**config.mk**
```make
export PLATFORM = sky130hd
export DESIGN_NAME = lfsr_pc
export DESIGN_NICKNAME = d
export VERILOG_FILES = /design/src/rtl/lfsr_pc_pkg.sv /design/src/rtl/lfsr_pc_step.sv /design/src/rtl/lfsr_pc_sel.sv /design/src/rtl/lfsr_pc.sv
export SDC_FILE = /design/constraint.sdc
export NUM_CORES = 1
export LEC_CHECK = 0
export BUFFER_PORTS_ARGS = -buffer_cell sky130_fd_sc_hd__buf_2
export CAP_MARGIN = 10
export CELL_PAD_IN_SITES_DETAIL_PLACEMENT = 1
export CELL_PAD_IN_SITES_GLOBAL_PLACEMENT = 2
export CORE_MARGIN = 10
export CORE_UTILIZATION = 22
export DETAILED_ROUTE_END_ITERATION = 8
export HOLD_SLACK_MARGIN = 0.03
export MAX_ROUTING_LAYER = met4
export PLACE_DENSITY = 0.75
export SLEW_MARGIN = 40
export SYNTH_ARGS = -nofsm -noshare
export SYNTH_HDL_FRONTEND = slang
export SYNTH_SLANG_ARGS = --single-unit
```
**constraint.sdc**
```tcl
create_clock -name clk_i -period 1.1 [get_ports clk_i]
set_input_delay 0.165 -clock clk_i [delete_from_list [all_inputs] [get_ports clk_i]]
set_output_delay 0.165 -clock clk_i [all_outputs]
set_load 0.005 [all_outputs]
```
**src/rtl/lfsr_pc_pkg.sv**
```systemverilog
package lfsr_pc_pkg;
  typedef enum logic [1:0] {
    ADV_HOLD = 2'd0,
    ADV_ONE  = 2'd1,
    ADV_TWO  = 2'd2,
    ADV_LOAD = 2'd3
  } adv_e;
endpackage

```
**src/rtl/lfsr_pc_step.sv**
```systemverilog
module lfsr_pc_step #(
  parameter int unsigned           W    = 12,
  parameter logic [W-1:0]          TAPS = 12'hE08
) (
  input  logic [W-1:0] q_i,
  output logic [W-1:0] q_o
);
  // Fibonacci form: shift left, parity of tapped bits enters at bit 0
  assign q_o = {q_i[W-2:0], ^(q_i & TAPS)};
endmodule

```
**src/rtl/lfsr_pc_sel.sv**
```systemverilog
module lfsr_pc_sel
  import lfsr_pc_pkg::*;
#(
  parameter int unsigned  W    = 12,
  parameter logic [W-1:0] SEED = 12'h001
) (
  input  adv_e         mode_i,
  input  logic [W-1:0] cur_i,
  input  logic [W-1:0] one_i,
  input  logic [W-1:0] two_i,
  input  logic [W-1:0] tgt_i,
  output logic [W-1:0] nxt_o
);
  always_comb begin
    unique case (mode_i)
      ADV_ONE:  nxt_o = one_i;
      ADV_TWO:  nxt_o = two_i;
      ADV_LOAD: nxt_o = (tgt_i == '0) ? SEED : tgt_i;  // avoid lock-up state
      default:  nxt_o = cur_i;
    endcase
  end
endmodule

```
**src/rtl/lfsr_pc.sv**
```systemverilog
module lfsr_pc
  import lfsr_pc_pkg::*;
#(
  parameter int unsigned          ADDR_W = 12,
  parameter logic [ADDR_W-1:0]    TAPS   = 12'hE08,
  parameter logic [ADDR_W-1:0]    SEED   = 12'h001
) (
  input  logic              clk_i,
  input  logic              rst_ni,
  input  logic              step_i,
  input  logic              skip_i,
  input  logic              load_i,
  input  logic [ADDR_W-1:0] target_i,
  output logic [ADDR_W-1:0] pc_o,
  output logic [ADDR_W-1:0] pc_ahead_o
);
  localparam int unsigned N_AHEAD = 2;

  logic [ADDR_W-1:0] pc_q, pc_d;
  logic [ADDR_W-1:0] chain [N_AHEAD+1];
  adv_e              mode;

  assign chain[0] = pc_q;

  for (genvar g = 0; g < N_AHEAD; g++) begin : g_step
    lfsr_pc_step #(.W(ADDR_W), .TAPS(TAPS)) i_step (
      .q_i (chain[g]),
      .q_o (chain[g+1])
    );
  end

  always_comb begin
    if (load_i)                mode = ADV_LOAD;
    else if (step_i && skip_i) mode = ADV_TWO;
    else if (step_i)           mode = ADV_ONE;
    else                       mode = ADV_HOLD;
  end

  lfsr_pc_sel #(.W(ADDR_W), .SEED(SEED)) i_sel (
    .mode_i (mode),
    .cur_i  (pc_q),
    .one_i  (chain[1]),
    .two_i  (chain[N_AHEAD]),
    .tgt_i  (target_i),
    .nxt_o  (pc_d)
  );

  always_ff @(posedge clk_i or negedge rst_ni) begin
    if (!rst_ni) pc_q <= SEED;
    else         pc_q <= pc_d;
  end

  assign pc_o       = pc_q;
  assign pc_ahead_o = chain[N_AHEAD];

  assert_never_zero_R9: assert property (@(posedge clk_i) disable iff (!rst_ni)
    pc_o != '0);

  assert_hold_R3: assert property (@(posedge clk_i) disable iff (!rst_ni)
    (!load_i && !step_i) |=> $stable(pc_o));

  assert_skip_two_R4: assert property (@(posedge clk_i) disable iff (!rst_ni)
    (step_i && skip_i && !load_i) |=> pc_o == $past(pc_ahead_o));

  assert_load_R5: assert property (@(posedge clk_i) disable iff (!rst_ni)
    (load_i && target_i != '0) |=> pc_o == $past(target_i));

  assert_load_zero_R6: assert property (@(posedge clk_i) disable iff (!rst_ni)
    (load_i && target_i == '0) |=> pc_o == SEED);

  assert_ahead_moves_R7: assert property (@(posedge clk_i) disable iff (!rst_ni)
    pc_ahead_o != pc_o);
endmodule

```
==> results of run 1 <==
[logic make-up (layout without fill, tap and decap cells)]
group,count (synthesis),after routing
compound gates,26,26
xor+xnor,5,5
buf+inv,18,63
flops,12,12
mux,11,11
simple gates,23,23
[Yosys cell counts]
library cell / number / area share
a211oi_1: 3 / 0.027
a21o_1: 4 / 0.036
a21oi_1: 8 / 0.048
a2bb2oi_1: 1 / 0.011
a31oi_1: 2 / 0.015
buf_2: 1 / 0.0060
buf_4: 11 / 0.10
buf_6: 1 / 0.014
clkbuf_1: 2 / 0.0091
dfrtp_1: 11 / 0.33
dfstp_2: 1 / 0.032
inv_1: 3 / 0.014
mux2i_1: 11 / 0.13
nand2_1: 7 / 0.032
nor2_1: 12 / 0.054
nor3_1: 2 / 0.012
nor4_1: 2 / 0.015
o21ai_0: 8 / 0.048
xnor2_1: 4 / 0.042
xor2_2: 1 / 0.020
[per-layer routing]
metal / up-vias / GRT usage / wire [um]
met5: - / - / 0
met4: 0 / 0.0311 / 36
met3: 2 / 0.0265 / 192
met2: 27 / 0.167 / 1500
met1: 404 / 0.105 / 1230
li1: 408 / - / -
[path summary, 6_finish.rpt]
path | cells after the start | slack, ns | to | start
min in group asynchronous | 2 | 0.34 | pc_o[10]$_DFFE_PN0P_ | rst_ni
max | 3 | -0.25 | pc_ahead_o[0] | pc_o[9]$_DFFE_PN0P_
max reg2reg | 5 | -0.16 | pc_o[0]$_DFFE_PN1P_ | pc_o[9]$_DFFE_PN0P_
max in group asynchronous | 2 | 0.49 | pc_o[0]$_DFFE_PN1P_ | rst_ni
min | 2 | 0.16 | pc_o[10]$_DFFE_PN0P_ | target_i[10]
min reg2reg | 2 | 0.64 | pc_o[6]$_DFFE_PN0P_ | pc_o[6]$_DFFE_PN0P_
[worst max-delay path: cells and delay by family, from the launching register on]
kind                   cells  cell delay, ns
buffers and inverters      1            0.14
flip-flops                 1            0.44
XOR/XNOR                   2            0.37
[power by group through the flow]
stage          Combinational, W  Sequential [W]  Clock, W
2_1_floorplan          0.000300        0.000571         0
3_3_place_gp           0.000525        0.000562         0
3_5_place_dp           0.000535        0.000567         0
4_1_cts                0.000602        0.000569  0.000495
5_1_grt                0.000737        0.000585  0.000534
6_report               0.000660        0.000576  0.000485
[through the flow]
stage               power, W  area, sq um  cells
global route         0.00186         1320    188
detailed placement   0.00110         1110    181
CTS                  0.00167         1230    188
floorplan           0.000870          845     95
global placement     0.00109         1110    181
finish               0.00172         1320    188
[final cells by class]
cell class / instances / area, sq um / share of cell area
Tap cell: 48 / 60.1 / 0.0455
Sequential cell: 12 / 308 / 0.233
Timing Repair Buffer: 56 / 408 / 0.309
Clock buffer: 4 / 55.1 / 0.0417
Inverter: 3 / 11.3 / 0.00853
Multi-Input combinational cell: 65 / 478 / 0.362
[repair_timing]
| item | in CTS | in global routing |
|---|---|---|
| endpoints found under the setup margin | 10 | 23 |
| setup buffers | 2 | 2 |
| hold buffers | 1 | 0 |
| resized for setup | 9 | 23 |
| endpoints found under the hold margin | 11 | 0 |
| pin swaps | 2 | 3 |
==> metrics.md, run 1 <==
| Metric | Value |
|---|---|
| #FFs+latches synth | `12` |
| Synth warnings | `0` |
| Fin crit period | `roughly 1.4 ns` |
| Initial antenna violation count | `0` |
| PnR worst setup slack | `-0.254 ns` |
| Leakage | `0.656 nW` |
| Synth Area in Adders | `0` |
| Fin crit share | `1.23` |
| DP HPWL | `2.33 mm` |
| Cell internal pwr | `0.00120 W` |
| Ports | `41` |
| Final setup fails | `12` |
| Slowest stage cell, crit path | `dfrtp_2` |
| Hold slack | `0.157 ns` |
| Clock Latency Late Sink | `~0.24 ns` |
| Max reg flops | `12` |
| Failing checks | `setup timing` |
| Clock-pin slew on the worst setup and hold paths | `0.05 ns` |
| CP Capture Type | `output port` |
| Mux share of post-synthesis cell area | `0.133` |
| Drt pass-1 iters | `4` |
| Status | `finished, violations left` |
| Final Hold Viols | `0` |
| Placer Congestion | `0.783` |
| Full die area | `0.00662 sq mm` |
| Gate power share | `0.384` |
| Seq pwr share | `0.335` |
| Sequential area share after synthesis | `0.364` |
| Max-cap violations | `0` |
| CP required | `0.94 ns` |
| Layout cells sized above 1 | `0.529` |
| Clock power share | `0.282` |
| Yosys cell types | `20` |
| Port bufs | `40` |
| Compound-Gate Fraction of Synth Area | `0.186` |
| Critical path class | `reg -> out` |
| Synth Area in Simple Gates | `0.113` |
| Critical Path Max Stage Delay | `0.44 ns` |
| Remaining antenna violation count | `0` |
| Critical Path AT | `about 1.2 ns` |
| Setup tns final | `-1.26 ns` |
| Fill count | `443` |
| Area added between synthesis and finish | `59.4%` |
| DR DRC count | `0` |
| Drt first-iter violations | `23` |
| Total number of vias | `around 840` |
| Vias in the first global route | `930` |
| WL/cell | `15.7 um` |
| Syn_nets | `112` |
| Worst slew margin | `0.703` |
| Power per cell area | `1300 mW/mm^2` |
| CTS Buf Count | `3` |
| Chip width | `81.4 um` |
| Congestion Overflow GR | `0` |
| Worst VDD drop | `0.602 mV` |
| N_diodes | `0` |
| Clock Skews | `0.000623 ns` |
| Largest net degree at the start of global routing | `17` |
| CP Launch Type | `register` |
| F_max | `0.738 GHz` |
| Post-synthesis xor/xnor area fraction | `0.0619` |
| Pre-CTS setup slack | `-0.116 ns` |
| H-tree Lvls | `1` |
| Core ar. | `~0.0037 sq mm` |
| HP Class | `in -> reg` |
| Mapped Area | `828 sq um` |
| RSZ-0062 raised after global routing | `yes` |
| Final Slew Violations | `0` |
| Die Y | `81.4 um` |
| GRT Total Usage | `0.0967` |
| Max Root-Sink Buffers | `2` |
| Num Clock Sinks | `12` |
| Final WL | `2.95 mm` |
| Slew @ Worst Pin | `0.445 ns` |
| Critical path fanouts, max | `2` |
| Initial Utilization | `0.226` |
| Highest-count cells in the layout ignoring fill and taps | `32 x buf_2, 14 x buf_6, 12 x nor2_1` |
| Final Core Density | `0.361` |
| Clk root buf | `clkbuf_8` |
| Syn avg cell area | `8.72 sq um` |
| Largest family of logic cells by synthesized area | `compound AO/OA/AOI/OAI gates` |
| Synthesized instance count | `95` |
| Sw Ratio | `0.305` |
| Post-DR vias/cell | `4.47` |
| Row cnt | `22` |
| Worst-path cell chain | `xor2_4 -> xnor2_2 -> buf_2` |
| CTS tree | `yes` |
| Commonest non-fill, non-tap cell in the layout | `buf_2` |
| First-pass GRT wire length | `4.82 mm` |
| NumNets Final | `158` |
| P_sw | `0.000525 W` |
Note: power is estimated with default switching activity, not from simulation.
==> run 2, diff against run 1 <==
--- a/config.mk
+++ b/config.mk
@@ -10,12 +10,14 @@
 export CELL_PAD_IN_SITES_DETAIL_PLACEMENT = 1
 export CELL_PAD_IN_SITES_GLOBAL_PLACEMENT = 2
 export CORE_MARGIN = 10
-export CORE_UTILIZATION = 22
+export CORE_UTILIZATION = 26
 export DETAILED_ROUTE_END_ITERATION = 8
 export HOLD_SLACK_MARGIN = 0.03
 export MAX_ROUTING_LAYER = met4
 export PLACE_DENSITY = 0.75
+export REMOVE_ABC_BUFFERS = 1
 export SLEW_MARGIN = 40
 export SYNTH_ARGS = -nofsm -noshare
 export SYNTH_HDL_FRONTEND = slang
+export SYNTH_HIERARCHICAL = 1
 export SYNTH_SLANG_ARGS = --single-unit
==> run 2 against run 1 <==
  * The flow still finishes with violations (setup timing)
  * Critical path type is now reg -> reg
  * Highest routed layer unchanged
  * Core utilization increased by 0.34 points
  * Sequential share of layout area decreased by 0.31 points
  * Synthesized area increased by 19%
  * Non-clock buffer count increased by 6
==> metrics.md, run 2 <==
| Metric | Value |
|---|---|
| Met3 Use GR | `0.0426 (+0.0161)` |
| Final Slew Violations | `0 (unchanged)` |
| Port bufs | `40 (unchanged)` |
| Top post-synthesis cells by count | `34 x buf_4, 11 x dfrtp_1, 7 x mux4_2` |
| Fill count | `402 (-9.3%)` |
| Sw Ratio | `0.314 (+0.00867)` |
| NumNets Final | `125 (-21%)` |
| Overall power | `0.00286 W (+66%)` |
| Post-DR vias/cell | `4.48 (about the same)` |
| Fin crit share | `1.38 (+0.152)` |
| Ys async rst share | `1.00 (unchanged)` |
| P_sw | `0.000898 W (+71%)` |
| Vias in the first global route | `815 (-12%)` |
| PnR worst setup slack | `-0.422 ns (-0.167 ns)` |
| Critical Path AT | `1.63 ns (+0.44 ns)` |
| Hold slack | `0.159 ns (+0.00190 ns)` |
| Clock-pin slew on the worst setup and hold paths | `0.06 ns (about the same)` |
| Remaining antenna violation count | `0 (unchanged)` |
| Row cnt | `22 (unchanged)` |
| Initial antenna violation count | `0 (unchanged)` |
| Clock Latency Late Sink | `0.24 ns (about the same)` |
| WL/cell | `19.3 um (+23%)` |
| Total number of vias | `694 (-17%)` |
| Max reg flops | `12 (unchanged)` |
| Power per cell area | `2150 mW/mm^2 (+65%)` |
| Slowest stage cell, crit path | `mux4_2` |
| Finished Layout Cells | `155 (-18%)` |
| Buf/Inv on CP | `1 (unchanged)` |
| H-tree Lvls | `1 (unchanged)` |
| DP HPWL | `2.07 mm (-11%)` |
| Primary flip-flop cell chosen by synthesis mapping | `dfrtp_1` |
| Worst VDD drop | `0.806 mV (+34%)` |
| Critical path fanouts, max | `2 (unchanged)` |
| Fin crit period | `1.52 ns (+0.167 ns)` |
| Full die area | `0.00665 sq mm (+0.44%)` |
| Initial Utilization | `0.269 (+0.0427)` |
| CP required | `1.21 ns (+0.27 ns)` |
| Num Clock Sinks | `12 (unchanged)` |
| Worst slew margin | `0.790 (+0.0872)` |
| CP Capture Type | `register` |
| Final Hold Viols | `0 (unchanged)` |
| Mapped Area | `985 sq um (+19%)` |
| Chip width | `81.5 um (+0.22%)` |
| Status | `finished, violations left` |
| CP Launch Type | `register` |
| GR Util met1 | `0.100 (-0.00468)` |
| # placed instances | `139 (-23%)` |
| Congestion Overflow GR | `0 (unchanged)` |
| Critical path's top delay family | `multiplexers` |
| GRT Total Usage | `0.0899 (-0.00680)` |
| Final Core Density | `0.364 (+0.00342)` |
| Top cell type's share of synthesized area | `0.280 (-0.0528)` |
| #FFs+latches synth | `12 (unchanged)` |
| Sequential area share after synthesis | `0.306 (-0.0578)` |
| EDFF count, synth | `0 (unchanged)` |
| Largest net degree at the start of global routing | `15 (-2)` |
| Drt first-iter violations | `24 (+4.3%)` |
| Setup tns final | `-4.12 ns (-2.87 ns)` |
| RSZ-0062 raised after global routing | `yes` |
| Placer Congestion | `0.812 (+3.7%)` |
| Global routing's busiest layer | `met2` |
| Layout cells sized above 1 | `0.822 (+0.294)` |
| Failing checks | `setup timing` |
| Commonest non-fill, non-tap cell in the layout | `buf_2` |
| Final setup fails | `17 (+5)` |
| Clk root buf | `clkbuf_8` |
| Highest-count cells in the layout ignoring fill and taps | `32 x buf_2, 18 x buf_6, 11 x mux4_2` |
| Area of the multi-input gates | `422 sq um (-12%)` |
| Leading area contributor after synthesis | `dfrtp_1` |
| HP Class | `in -> reg` |
| Slew @ Worst Pin | `0.315 ns (-0.130 ns)` |
| Register area | `307 sq um (-0.41%)` |
| Gate power share | `0.560 (+0.176)` |
| First-pass GRT wire length | `4.33 mm (-10%)` |
| Met2 usage | `0.134 (-0.0324)` |
| Yosys cell types | `20 (unchanged)` |
| Max-cap violations | `0 (unchanged)` |
| N_diodes | `0 (unchanged)` |
| Worst-path cell chain | `xor2_2 -> xnor2_2 -> buf_4 -> mux4_2` |
| Die Y | `81.5 um (+0.22%)` |
| Synthesized instance count | `78 (-18%)` |
| Clock Skews | `0.00366 ns (+0.00304 ns)` |
| Ranking of synthesized cells by area | `dfrtp_1 28%, buf_4 26%, mux4_2 16%` |
| Core ar. | `0.00366 sq mm (unchanged)` |
| Max Root-Sink Buffers | `2 (unchanged)` |
| Clock power share | `0.174 (-0.108)` |
| Final WL | `3.00 mm (+1.6%)` |
| CTS tree | `yes` |
| Synth warnings | `6 (+6)` |
| Count leader, synth | `buf_4` |
| Leakage | `0.617 nW (-6.1%)` |
| CTS Buf Count | `3 (unchanged)` |
| Ports | `41 (unchanged)` |
| Critical path class | `reg -> reg` |
| Critical Path Max Stage Delay | `0.44 ns (about the same)` |
| F_max | `0.657 GHz (-11%)` |
| Seq pwr share | `0.266 (-0.069)` |
| Area added between synthesis and finish | `35.3%` |
| Syn avg cell area | `12.6 sq um (+45%)` |
| Drt pass-1 iters | `4 (unchanged)` |
| DR DRC count | `0 (unchanged)` |
| Cell internal pwr | `0.00196 W (+64%)` |
[run 2: changes by cell type after synthesis, sizes merged, moves of 2 or more]
cell and change:
o21ai -6, buf +24, clkbuf -2, a31oi -2, mux2i -10, nor2 -12
a21o -2, nand2 -6, inv -2, a21oi -8, mux4 +11, a211oi -3
[run 2: what timing repair did]
action                                 4_1_cts  5_1_grt
hold buffers                                 1        0
resized for setup                           10       25
pin swaps                                    1        2
buffers inserted                             5        7
endpoints found under the hold margin       11        0
gates cloned                                 0        1
setup endpoints to repair                   19       23
[run 2: path summary, 6_finish.rpt]
path | startpoint | to | slack, ns | depth (start not counted)
hold / removal | target_i[0] | pc_o[0]$_DFF_PN1_ | 0.16 | 2
max in group asynchronous | rst_ni | pc_o[0]$_DFF_PN1_ | 0.47 | 2
setup reg to reg | pc_o[3]$_DFF_PN0_ | pc_o[1]$_DFF_PN0_ | -0.42 | 4
setup / recovery | pc_o[3]$_DFF_PN0_ | pc_o[1]$_DFF_PN0_ | -0.42 | 4
min in group asynchronous | rst_ni | pc_o[11]$_DFF_PN0_ | 0.35 | 2
hold reg to reg | pc_o[4]$_DFF_PN0_ | pc_o[4]$_DFF_PN0_ | 0.67 | 1
[run 2: cell type report]
class | instances | share of cell area
Clock buffer | 4 | 0.0413
Multi-Input combinational cell | 28 | 0.316
Timing Repair Buffer | 62 | 0.364
Tap cell | 48 | 0.0451
Sequential cell | 12 | 0.230
Inverter | 1 | 0.00282
[run 2: logic make-up after synthesis]
| kind of cell | Yosys count | synth area share |
|---|---|---|
| buffers and inverters | 38 | 0.300 |
| muxes | 12 | 0.277 |
| DFF | 12 | 0.306 |
| xor gates and xnor gates | 6 | 0.0534 |
| AOI/OAI and AO/OA | 5 | 0.0356 |
| and+or+nand+nor | 5 | 0.0279 |
[run 2: power groups by stage]
stage | combinational, W | clock [W] | sequential [W]
after floorplan | 0.000402 | 0 | 0.000740
after global placement | 0.00107 | 0 | 0.000708
after detailed placement | 0.00109 | 0 | 0.000727
after CTS | 0.00132 | 0.000507 | 0.000723
after global routing | 0.00174 | 0.000540 | 0.000789
final | 0.00160 | 0.000498 | 0.000761
[run 2: metal layers]
layer  up-vias  part of all wire
met4         0            0.0083
met2        37              0.50
met1       354              0.40
li1        299                 -
met5         -                 0
met3         4             0.094
[run 2: per-stage QoR]
stage | instance area, sq um | setup slack, ns
global placement | 1040 | -0.260
global route | 1330 | -0.481
detailed placement | 1040 | -0.303
floorplan | 693 | -0.286
finish | 1330 | -0.422
CTS | 1180 | -0.404
[run 2: worst register-to-register path: stages (launching register included)]
cell     delay (ns)
dfrtp_1        0.43
xor2_2         0.21
xnor2_2        0.16
buf_4          0.15
mux4_2         0.44
